[src/rtl/blit_pkg.sv]
package blit_pkg;
  localparam int unsigned ADDR_W = 32;
  localparam int unsigned DIM_W  = 12;
  localparam int unsigned BPP_W  = 3;
  localparam int unsigned CNT_W  = DIM_W + BPP_W;
  localparam int unsigned DEF_PITCH = 320;
  localparam int unsigned STEP_BYTES = 2;

  typedef struct packed {
    logic [ADDR_W-1:0] src_base;
    logic [ADDR_W-1:0] dst_start;
    logic [ADDR_W-1:0] dst_row_step;
    logic [CNT_W-1:0]  row_pairs;
    logic [DIM_W-1:0]  rows;
  } job_t;
endpackage

[src/rtl/blit_geom.sv]
module blit_geom
  import blit_pkg::*;
#(
  parameter int unsigned DEFAULT_PITCH = DEF_PITCH
) (
  input  logic [ADDR_W-1:0] src_base_i,
  input  logic [ADDR_W-1:0] dst_base_i,
  input  logic [DIM_W-1:0]  width_i,
  input  logic [DIM_W-1:0]  height_i,
  input  logic [DIM_W-1:0]  pitch_i,
  input  logic [BPP_W-1:0]  bpp_i,
  input  logic [DIM_W-1:0]  x_i,
  input  logic [DIM_W-1:0]  y_i,
  output job_t              job_o
);
  logic [DIM_W-1:0]  eff_pitch;
  logic [DIM_W-1:0]  x_even;
  logic [CNT_W-1:0]  row_bytes;
  logic [ADDR_W-1:0] bpp_a;

  always_comb begin
    eff_pitch = (pitch_i == '0) ? DIM_W'(DEFAULT_PITCH) : pitch_i;
    x_even    = {x_i[DIM_W-1:1], 1'b0};
    bpp_a     = ADDR_W'(bpp_i);
    row_bytes = CNT_W'(width_i) * CNT_W'(bpp_i);
    job_o.src_base     = src_base_i;
    job_o.dst_start    = dst_base_i + ADDR_W'(x_even) * bpp_a
                       + ADDR_W'(y_i) * ADDR_W'(eff_pitch) * bpp_a;
    job_o.dst_row_step = (ADDR_W'(eff_pitch) - ADDR_W'(width_i)) * bpp_a
                       + ADDR_W'(STEP_BYTES);
    job_o.row_pairs    = row_bytes >> 1;
    job_o.rows         = height_i;
  end
endmodule

[src/rtl/blit_walk.sv]
module blit_walk
  import blit_pkg::*;
(
  input  logic              clk_i,
  input  logic              rst_ni,
  input  logic              start_i,
  input  job_t              job_i,
  input  logic              ready_i,
  output logic              valid_o,
  output logic [ADDR_W-1:0] src_addr_o,
  output logic [ADDR_W-1:0] dst_addr_o,
  output logic              done_o
);
  job_t              job_q;
  logic              busy_q, done_q;
  logic [CNT_W-1:0]  col_q;
  logic [DIM_W-1:0]  row_q;
  logic [ADDR_W-1:0] src_q, dst_q;
  logic              take, row_end, last_row, empty_job;

  always_comb begin
    take      = busy_q && ready_i;
    row_end   = (col_q == job_q.row_pairs - CNT_W'(1));
    last_row  = (row_q == job_q.rows - DIM_W'(1));
    empty_job = (job_i.row_pairs == '0) || (job_i.rows == '0);
  end

  always_ff @(posedge clk_i or negedge rst_ni) begin
    if (!rst_ni) begin
      job_q  <= '0;
      busy_q <= 1'b0;
      done_q <= 1'b0;
      col_q  <= '0;
      row_q  <= '0;
      src_q  <= '0;
      dst_q  <= '0;
    end else begin
      done_q <= 1'b0;
      if (!busy_q) begin
        if (start_i) begin
          if (empty_job) begin
            done_q <= 1'b1;
          end else begin
            job_q  <= job_i;
            busy_q <= 1'b1;
            col_q  <= '0;
            row_q  <= '0;
            src_q  <= job_i.src_base;
            dst_q  <= job_i.dst_start;
          end
        end
      end else if (take) begin
        if (row_end) begin
          if (last_row) begin
            busy_q <= 1'b0;   // final pair: no modify step
            done_q <= 1'b1;
          end else begin
            col_q <= '0;
            row_q <= row_q + DIM_W'(1);
            src_q <= src_q + ADDR_W'(STEP_BYTES);
            dst_q <= dst_q + job_q.dst_row_step;
          end
        end else begin
          col_q <= col_q + CNT_W'(1);
          src_q <= src_q + ADDR_W'(STEP_BYTES);
          dst_q <= dst_q + ADDR_W'(STEP_BYTES);
        end
      end
    end
  end

  assign valid_o    = busy_q;
  assign src_addr_o = src_q;
  assign dst_addr_o = dst_q;
  assign done_o     = done_q;

  assert_hold_R7: assert property (@(posedge clk_i) disable iff (!rst_ni)
    valid_o && !ready_i |=> valid_o && $stable(src_addr_o) && $stable(dst_addr_o));
  assert_src_linear_R4: assert property (@(posedge clk_i) disable iff (!rst_ni)
    valid_o && ready_i |=> !valid_o || (src_addr_o == $past(src_addr_o) + ADDR_W'(STEP_BYTES)));
  assert_done_idle_R6: assert property (@(posedge clk_i) disable iff (!rst_ni)
    done_o |-> !valid_o);
  assert_busy_start_R8: assert property (@(posedge clk_i) disable iff (!rst_ni)
    valid_o && !ready_i && start_i |=> valid_o && $stable(dst_addr_o));
  assert_row_bound_R6: assert property (@(posedge clk_i) disable iff (!rst_ni)
    valid_o |-> row_q < job_q.rows && col_q < job_q.row_pairs);
endmodule

[src/rtl/blit_addr_gen.sv]
module blit_addr_gen
  import blit_pkg::*;
#(
  parameter int unsigned DEFAULT_PITCH = DEF_PITCH
) (
  input  logic              clk_i,
  input  logic              rst_ni,
  input  logic              start_i,
  input  logic [ADDR_W-1:0] src_base_i,
  input  logic [ADDR_W-1:0] dst_base_i,
  input  logic [DIM_W-1:0]  width_i,
  input  logic [DIM_W-1:0]  height_i,
  input  logic [DIM_W-1:0]  pitch_i,
  input  logic [BPP_W-1:0]  bpp_i,
  input  logic [DIM_W-1:0]  x_i,
  input  logic [DIM_W-1:0]  y_i,
  input  logic              ready_i,
  output logic              valid_o,
  output logic [ADDR_W-1:0] src_addr_o,
  output logic [ADDR_W-1:0] dst_addr_o,
  output logic              done_o
);
  job_t job;

  blit_geom #(.DEFAULT_PITCH(DEFAULT_PITCH)) u_geom (
    .src_base_i(src_base_i), .dst_base_i(dst_base_i),
    .width_i(width_i), .height_i(height_i), .pitch_i(pitch_i),
    .bpp_i(bpp_i), .x_i(x_i), .y_i(y_i), .job_o(job)
  );

  blit_walk u_walk (
    .clk_i(clk_i), .rst_ni(rst_ni), .start_i(start_i), .job_i(job),
    .ready_i(ready_i), .valid_o(valid_o), .src_addr_o(src_addr_o),
    .dst_addr_o(dst_addr_o), .done_o(done_o)
  );

  assert_reset_quiet_R1: assert property (@(posedge clk_i) disable iff (!rst_ni)
    $rose(rst_ni) |-> !valid_o && !done_o);
endmodule

[config.mk]
export PLATFORM = sky130hd
export DESIGN_NAME = blit_addr_gen
export DESIGN_NICKNAME = d
export VERILOG_FILES = /design/src/rtl/blit_pkg.sv /design/src/rtl/blit_geom.sv /design/src/rtl/blit_walk.sv /design/src/rtl/blit_addr_gen.sv
export SDC_FILE = /design/constraint.sdc
export NUM_CORES = 1
export LEC_CHECK = 0
export BUFFER_PORTS_ARGS = -buffer_cell sky130_fd_sc_hd__buf_2
export CORE_ASPECT_RATIO = 0.9
export CORE_UTILIZATION = 55
export DETAILED_ROUTE_END_ITERATION = 6
export HOLD_SLACK_MARGIN = 0.1
export PLACE_DENSITY = 0.8
export SLEW_MARGIN = 10
export SYNTH_ARGS = -nofsm -noshare
export SYNTH_HDL_FRONTEND = slang
export SYNTH_SLANG_ARGS = --single-unit
[constraint.sdc]
create_clock -name clk_i -period 3.95 [get_ports clk_i]
set_input_delay 0.1975 -clock clk_i [delete_from_list [all_inputs] [get_ports clk_i]]
set_output_delay 0.1975 -clock clk_i [all_outputs]
set_load 0.02 [all_outputs]
==> impl_metrics.yaml, run 1 <==
synth:
  ys_seq_elements: 151
  synth_top_area_cell: "fa_1"
  async_flop_share_pct: 100
  syn_area_per_cell_um2: 8.17
  yosysWarnings: 0
  synthTopCellsByArea: "fa_1 (18%), dfrtp_1 (17%), ha_1 (11%)"
  ys.flop_type: "dfrtp_1"
  seq_area_frac_synth_pct: 17.2
  synth_cell_types: 81
  yosys-top-cells-count: "nand2_1 (342), inv_1 (320), fa_1 (198), ha_1 (196), nor2_1 (179)"
  synth_top_area_share_pct: 18.1
  yosysMostFrequentCell: "nand2_1"
  synth_nets: 3211
  synth_edf_count: 0
  synth_cells: 2686
  synth_area_um2: 21900
global_route:
  grt.total_usage_pct: 34.9
  grt_overflow: 0
  first_global_vias: 22400
  grt_start_max_net_pins: 99
  grt_pass1_wl_um: 113000
  grt_antenna_before_repair: 12
die:
  die_h_um: 191
  io_pins: 197
  die_area_um2: 40700
  start_util_pct: 55.7
  fp-row-count: 69
  coreArea_um2: 39400
  die_w_um: 213
final_layout:
  n_fill_cell: 2368
  area_growth_syn_to_layout_pct: 37.1
  regArea_um2: 3780
  multi_input_area_um2: 18700
  layout.nets: 3765
  drive_gt1_share_pct: 31.7
  final_util_pct: 76.4
timing:
  clock.fmax_mhz: 116
  fin_setup_tns_ps: -116330
  setup_violations: 112
  worst_slack_ps: -4680
  fin_crit_sh_pct: 219
  drv_slew: 0
  finalHoldViolations: 0
  rsz0062_at_grt: "true"
  maxSlewHeadroom_pct: 32.9
  worst_pin_slew_ps: 1010
  skew_ps: 11.5
  period_minus_slack_ps: 8630
clocking:
  path_clk_slew_ps: 70
  h-tree-depth: 4
  insertion_delay_ps: 450
  cts_tree: "built"
  root_buffer: "clkbuf_16"
  cts_max_path_buffers: 2
  cts_buffers: 17
  clkSinkCount: 151
placement:
  dp_hpwl_um: 52100
  gp_congestion: 0.982
  io_buffers: 195
routing:
  drt-pass1-iter-count: 7
  drt-total-wl_um: 80500
  drc: 4
  drt_iter0_markers: 2681
  routed_via_density: 6.13
  vias: 23300
  wl_per_cell_um: 21.2
  ant_nets: 0
worst_setup_path:
  path_class: "primary input to flip-flop"
  cpMostUsedCell: "fa_1"
  slowest_stage: "fa_1"
  endpoint_kind: "flip-flop"
  start_kind: "primary input"
  cpPeakStageDelay_ps: 590
  crit-reg2reg-launch: "u_walk.job_q[0]"
  critPathRequiredTime_ps: 4330
  reg2reg_depth: 13
  path_max_fanout: 4
  startpoint: "pitch_i[0]"
  arrival_ps: 9010
status:
  violations: "DRC, setup timing"
  status: "finished, violations left"
min_path:
  hp-class: "primary input to flip-flop"
  holdPathStages: 3
  holdCritStartpoint: "src_base_i[21]"
flow_run:
  max_cap_viol_count: 0
kinds of logic after synthesis:
logic type	after synthesis	synth area share, %
fa+ha+maj	394	29.2
flops	151	17.2
compound gates	567	16.8
buf+inv	437	7.67
simple gates	941	20.9
xor+xnor	158	6.31
mux	38	1.88
worst max-delay path, delay by kind of cell:
| kind | cells | cell delay (ps) |
|---|---|---|
| AO/OA/AOI/OAI | 11 | 2120 |
| XOR/XNOR | 2 | 290 |
| adder cells (fa/ha/maj) | 10 | 4200 |
| buffers and inverters | 8 | 880 |
| AND/OR/NAND/NOR | 8 | 1290 |
routing by layer:
metal / GRT usage, % / part of all wire [%] / wire, µm
met1: 42.8 / 37 / 29900
met2: 60.2 / 47 / 37500
met3: 6.51 / 9.6 / 7730
met4: 14.4 / 6.5 / 5260
met5: 0 / 0.094 / 76
cell usage in the layout, fill, tap and decap left out, drive strengths merged, types with 12 or more instances in the layout:
master,count
buf,606
nand2,344
inv,323
fa,198
ha,196
nor2,179
a21oi,157
dfrtp,151
o21ai,133
and2,123
xnor2,109
nand3,72
xor2,49
dlygate4sd3,44
nor3,44
a21o,38
nand4,36
a211oi,31
and3,30
o21a,28
mux2,26
nand2b,24
clkbuf,21
o31ai,18
o22ai,18
o21bai,17
a31oi,16
a21boi,16
nor2b,14
or3,14
o211ai,12
mux2i,12
nor4,12
state kept, by name (all words and copies together) (netlist names):
register	cells
u_walk.job_q	58
u_walk.dst_addr_o	32
u_walk.src_addr_o	32
u_walk.col_q	15
u_walk.row_q	12
u_walk.done_o	1
u_walk.valid_o	1
final timing paths:
path	to	slack [ps]
worst max-delay path	u_walk.dst_addr_o[26]	-4680
worst min-delay path	u_walk.src_addr_o[21]	110
worst max register to register	u_walk.dst_addr_o[29]	-20
worst min register to register	u_walk.src_addr_o[0]	510
max in group asynchronous	u_walk.job_q[2]	2540
min in group asynchronous	u_walk.job_q[47]	410
stage by stage:
| step | std cells | area [µm²] | setup WS, ps | hold slack (ps) |
|---|---|---|---|---|
| 5_1_grt | 3792 | 30100 | -4970 | 117 |
| 2_1_floorplan | 2686 | 23100 | -4150 | -98.1 |
| 6_report | 3795 | 30100 | -4680 | 108 |
| 3_5_place_dp | 3668 | 26900 | -4900 | 360 |
| 3_3_place_gp | 3668 | 26900 | -4590 | 349 |
| 4_1_cts | 3761 | 29200 | -4090 | 101 |
timing repair:
item,in CTS,in global routing
resized for setup,210,160
hold buffers,44,0
endpoints found under the hold margin,140,0
setup endpoints to repair,149,150
pin swaps,173,145
buffers inserted,24,24
cell type report:
type	count	share of cell area (%)
multi-input combinational	2098	62.0
timing repair buffer	652	16.9
sequential	151	12.6
inverter	320	4.03
tap	532	2.21
clock buffer	19	1.47
clock inverter	13	0.649
antenna	10	0.0832
Power of run 1 is not shown: default switching activity piles up to over one toggle a cycle in this logic, so the estimate is an artifact.
==> inputs of run 2 (changes only) <==
Settings changed: CAP_MARGIN set to 15, RECOVER_POWER set to 25.
==> impl_metrics.yaml, run 2 (same netlist as run 1, synthesis figures left out) <==
final_layout:
  drive_gt1_share_pct: 31.6
  layout_common_cells: "buf_4 (342), nand2_1 (314), inv_1 (285)"
  regMostFlops: "u_walk.job_q"
  layout.cells.most_common: "buf_4"
  area_growth_syn_to_layout_pct: 37.0
  largest_reg_flops: 58
  design_area_um2: 30100
  layout.nets: 3765
timing:
  clock.fmax_mhz: 116
  fin_crit_sh_pct: 219
  worst_slack_ps: -4690
  worst_pin_slew_ps: 2560
  rsz0062_at_grt: "true"
  maxSlewHeadroom_pct: -70.6
  drv_slew: 99
  hold_slack_ps: 103
  period_minus_slack_ps: 8640
  skew_ps: 9.96
  fin_setup_tns_ps: -116760
  finalHoldViolations: 0
  setup_violations: 112
placement:
  dp_hpwl_um: 52100
  io_buffers: 195
  dpl-instance-area_um2: 26900
  gp_congestion: 0.982
worst_setup_path:
  slowest_stage: "fa_1"
  cpPeakStageDelay_ps: 590
  endpoint_kind: "flip-flop"
  reg2reg_depth: 13
  arrival_ps: 9010
  start_kind: "primary input"
  cpMostUsedCell: "fa_1"
  crit_buf_inv: 8
  path_class: "primary input to flip-flop"
  crit-reg2reg-launch: "u_walk.job_q[0]"
  rrSetupSlack_ps: -10
  path_max_fanout: 4
  crit_family: "adder cells"
  critPathRequiredTime_ps: 4330
  timing.rr.end: "u_walk.dst_addr_o[29]"
  crit_cells: 39
min_path:
  hold_end: "u_walk.src_addr_o[21]"
  holdPathStages: 3
  hp-class: "primary input to flip-flop"
  holdCritStartpoint: "src_base_i[21]"
global_route:
  grt_antenna_before_repair: 12
  grt_pass1_wl_um: 113000
  grt_overflow: 0
  first_global_vias: 22400
  grt.total_usage_pct: 34.9
  grt_start_max_net_pins: 99
routing:
  drt-total-wl_um: 80300
  drt-pass1-iter-count: 7
  wl_per_cell_um: 21.2
  wl_met1_um: 29700
  dr.max_layer_used: "met5"
  dr_wl_met3_um: 7960
  drc: 12
  ant_nets: 0
  routed-wl-met2_um: 37300
  drt_iter0_markers: 2686
  vias: 23200
  routed_via_density: 6.12
clocking:
  cts_max_path_buffers: 2
  root_buffer: "clkbuf_16"
  path_clk_slew_ps: 70
  cts_tree: "built"
  h-tree-depth: 4
  insertion_delay_ps: 450
  cts_buffers: 17
  clkSinkCount: 151
die:
  fp-row-count: 69
  die_area_um2: 40700
  die_w_um: 213
  start_util_pct: 55.7
  io_pins: 197
  die_h_um: 191
  coreArea_um2: 39400
flow_run:
  max_cap_viol_count: 1
status:
  status: "finished, violations left"
  violations: "DRC, capacitance limit, slew limit, setup timing"
run 2: changes by cell type in the layout (fill, tap and decap cells not counted), sizes merged:
| cell | before | now |
|---|---|---|
| buf | 606 | 601 |
| clkbuf | 21 | 26 |
run 2: timing repair:
item | CTS | global route
endpoints found under the setup margin | 149 | 150
endpoints found under the hold margin | 140 | 0
hold buffers | 44 | 0
buffers inserted | 24 | 24
gates resized for setup | 210 | 160
pin swaps | 173 | 145
run 2: stage by stage:
stage	cells	setup slack [ps]	util, %
floorplan	2686	-4150	-
global placement	3668	-4590	68.4
detailed placement	3668	-4900	68.4
CTS	3761	-4090	74.0
global route	3792	-4970	76.3
finish	3795	-4690	76.4
run 2: layout make-up:
type                       count  area, µm²
antenna                       10       25.0
clock buffer                  19        443
clock inverter                13        195
fill                        2373       9310
inverter                     320       1210
multi-input combinational   2098      18700
sequential                   151       3780
tap                          532        666
timing repair buffer         652       5080
run 2: worst min-delay path, stage by stage:
cell and delay, ps:
buf_2 80, o22a_1 130, o21a_1 100
run 2: per-layer routing:
metal | track usage [%] | up-vias
li1 | - | 10200
met3 | 6.51 | 443
met2 | 60.2 | 1487
met5 | 0 | -
met4 | 14.4 | 8
met1 | 42.8 | 11100
run 2: worst max path at each step:
stage | start | endpoint | slack [ps]
after floorplan | pitch_i[1] | u_walk.dst_addr_o[30] | -4150
after global placement | pitch_i[0] | u_walk.dst_addr_o[30] | -4590
after detailed placement | pitch_i[0] | u_walk.dst_addr_o[30] | -4900
after CTS | pitch_i[6] | u_walk.dst_addr_o[31] | -4090
after global routing | pitch_i[0] | u_walk.dst_addr_o[26] | -4970
final | pitch_i[0] | u_walk.dst_addr_o[26] | -4690
Power of run 2 is left out for the same reason.
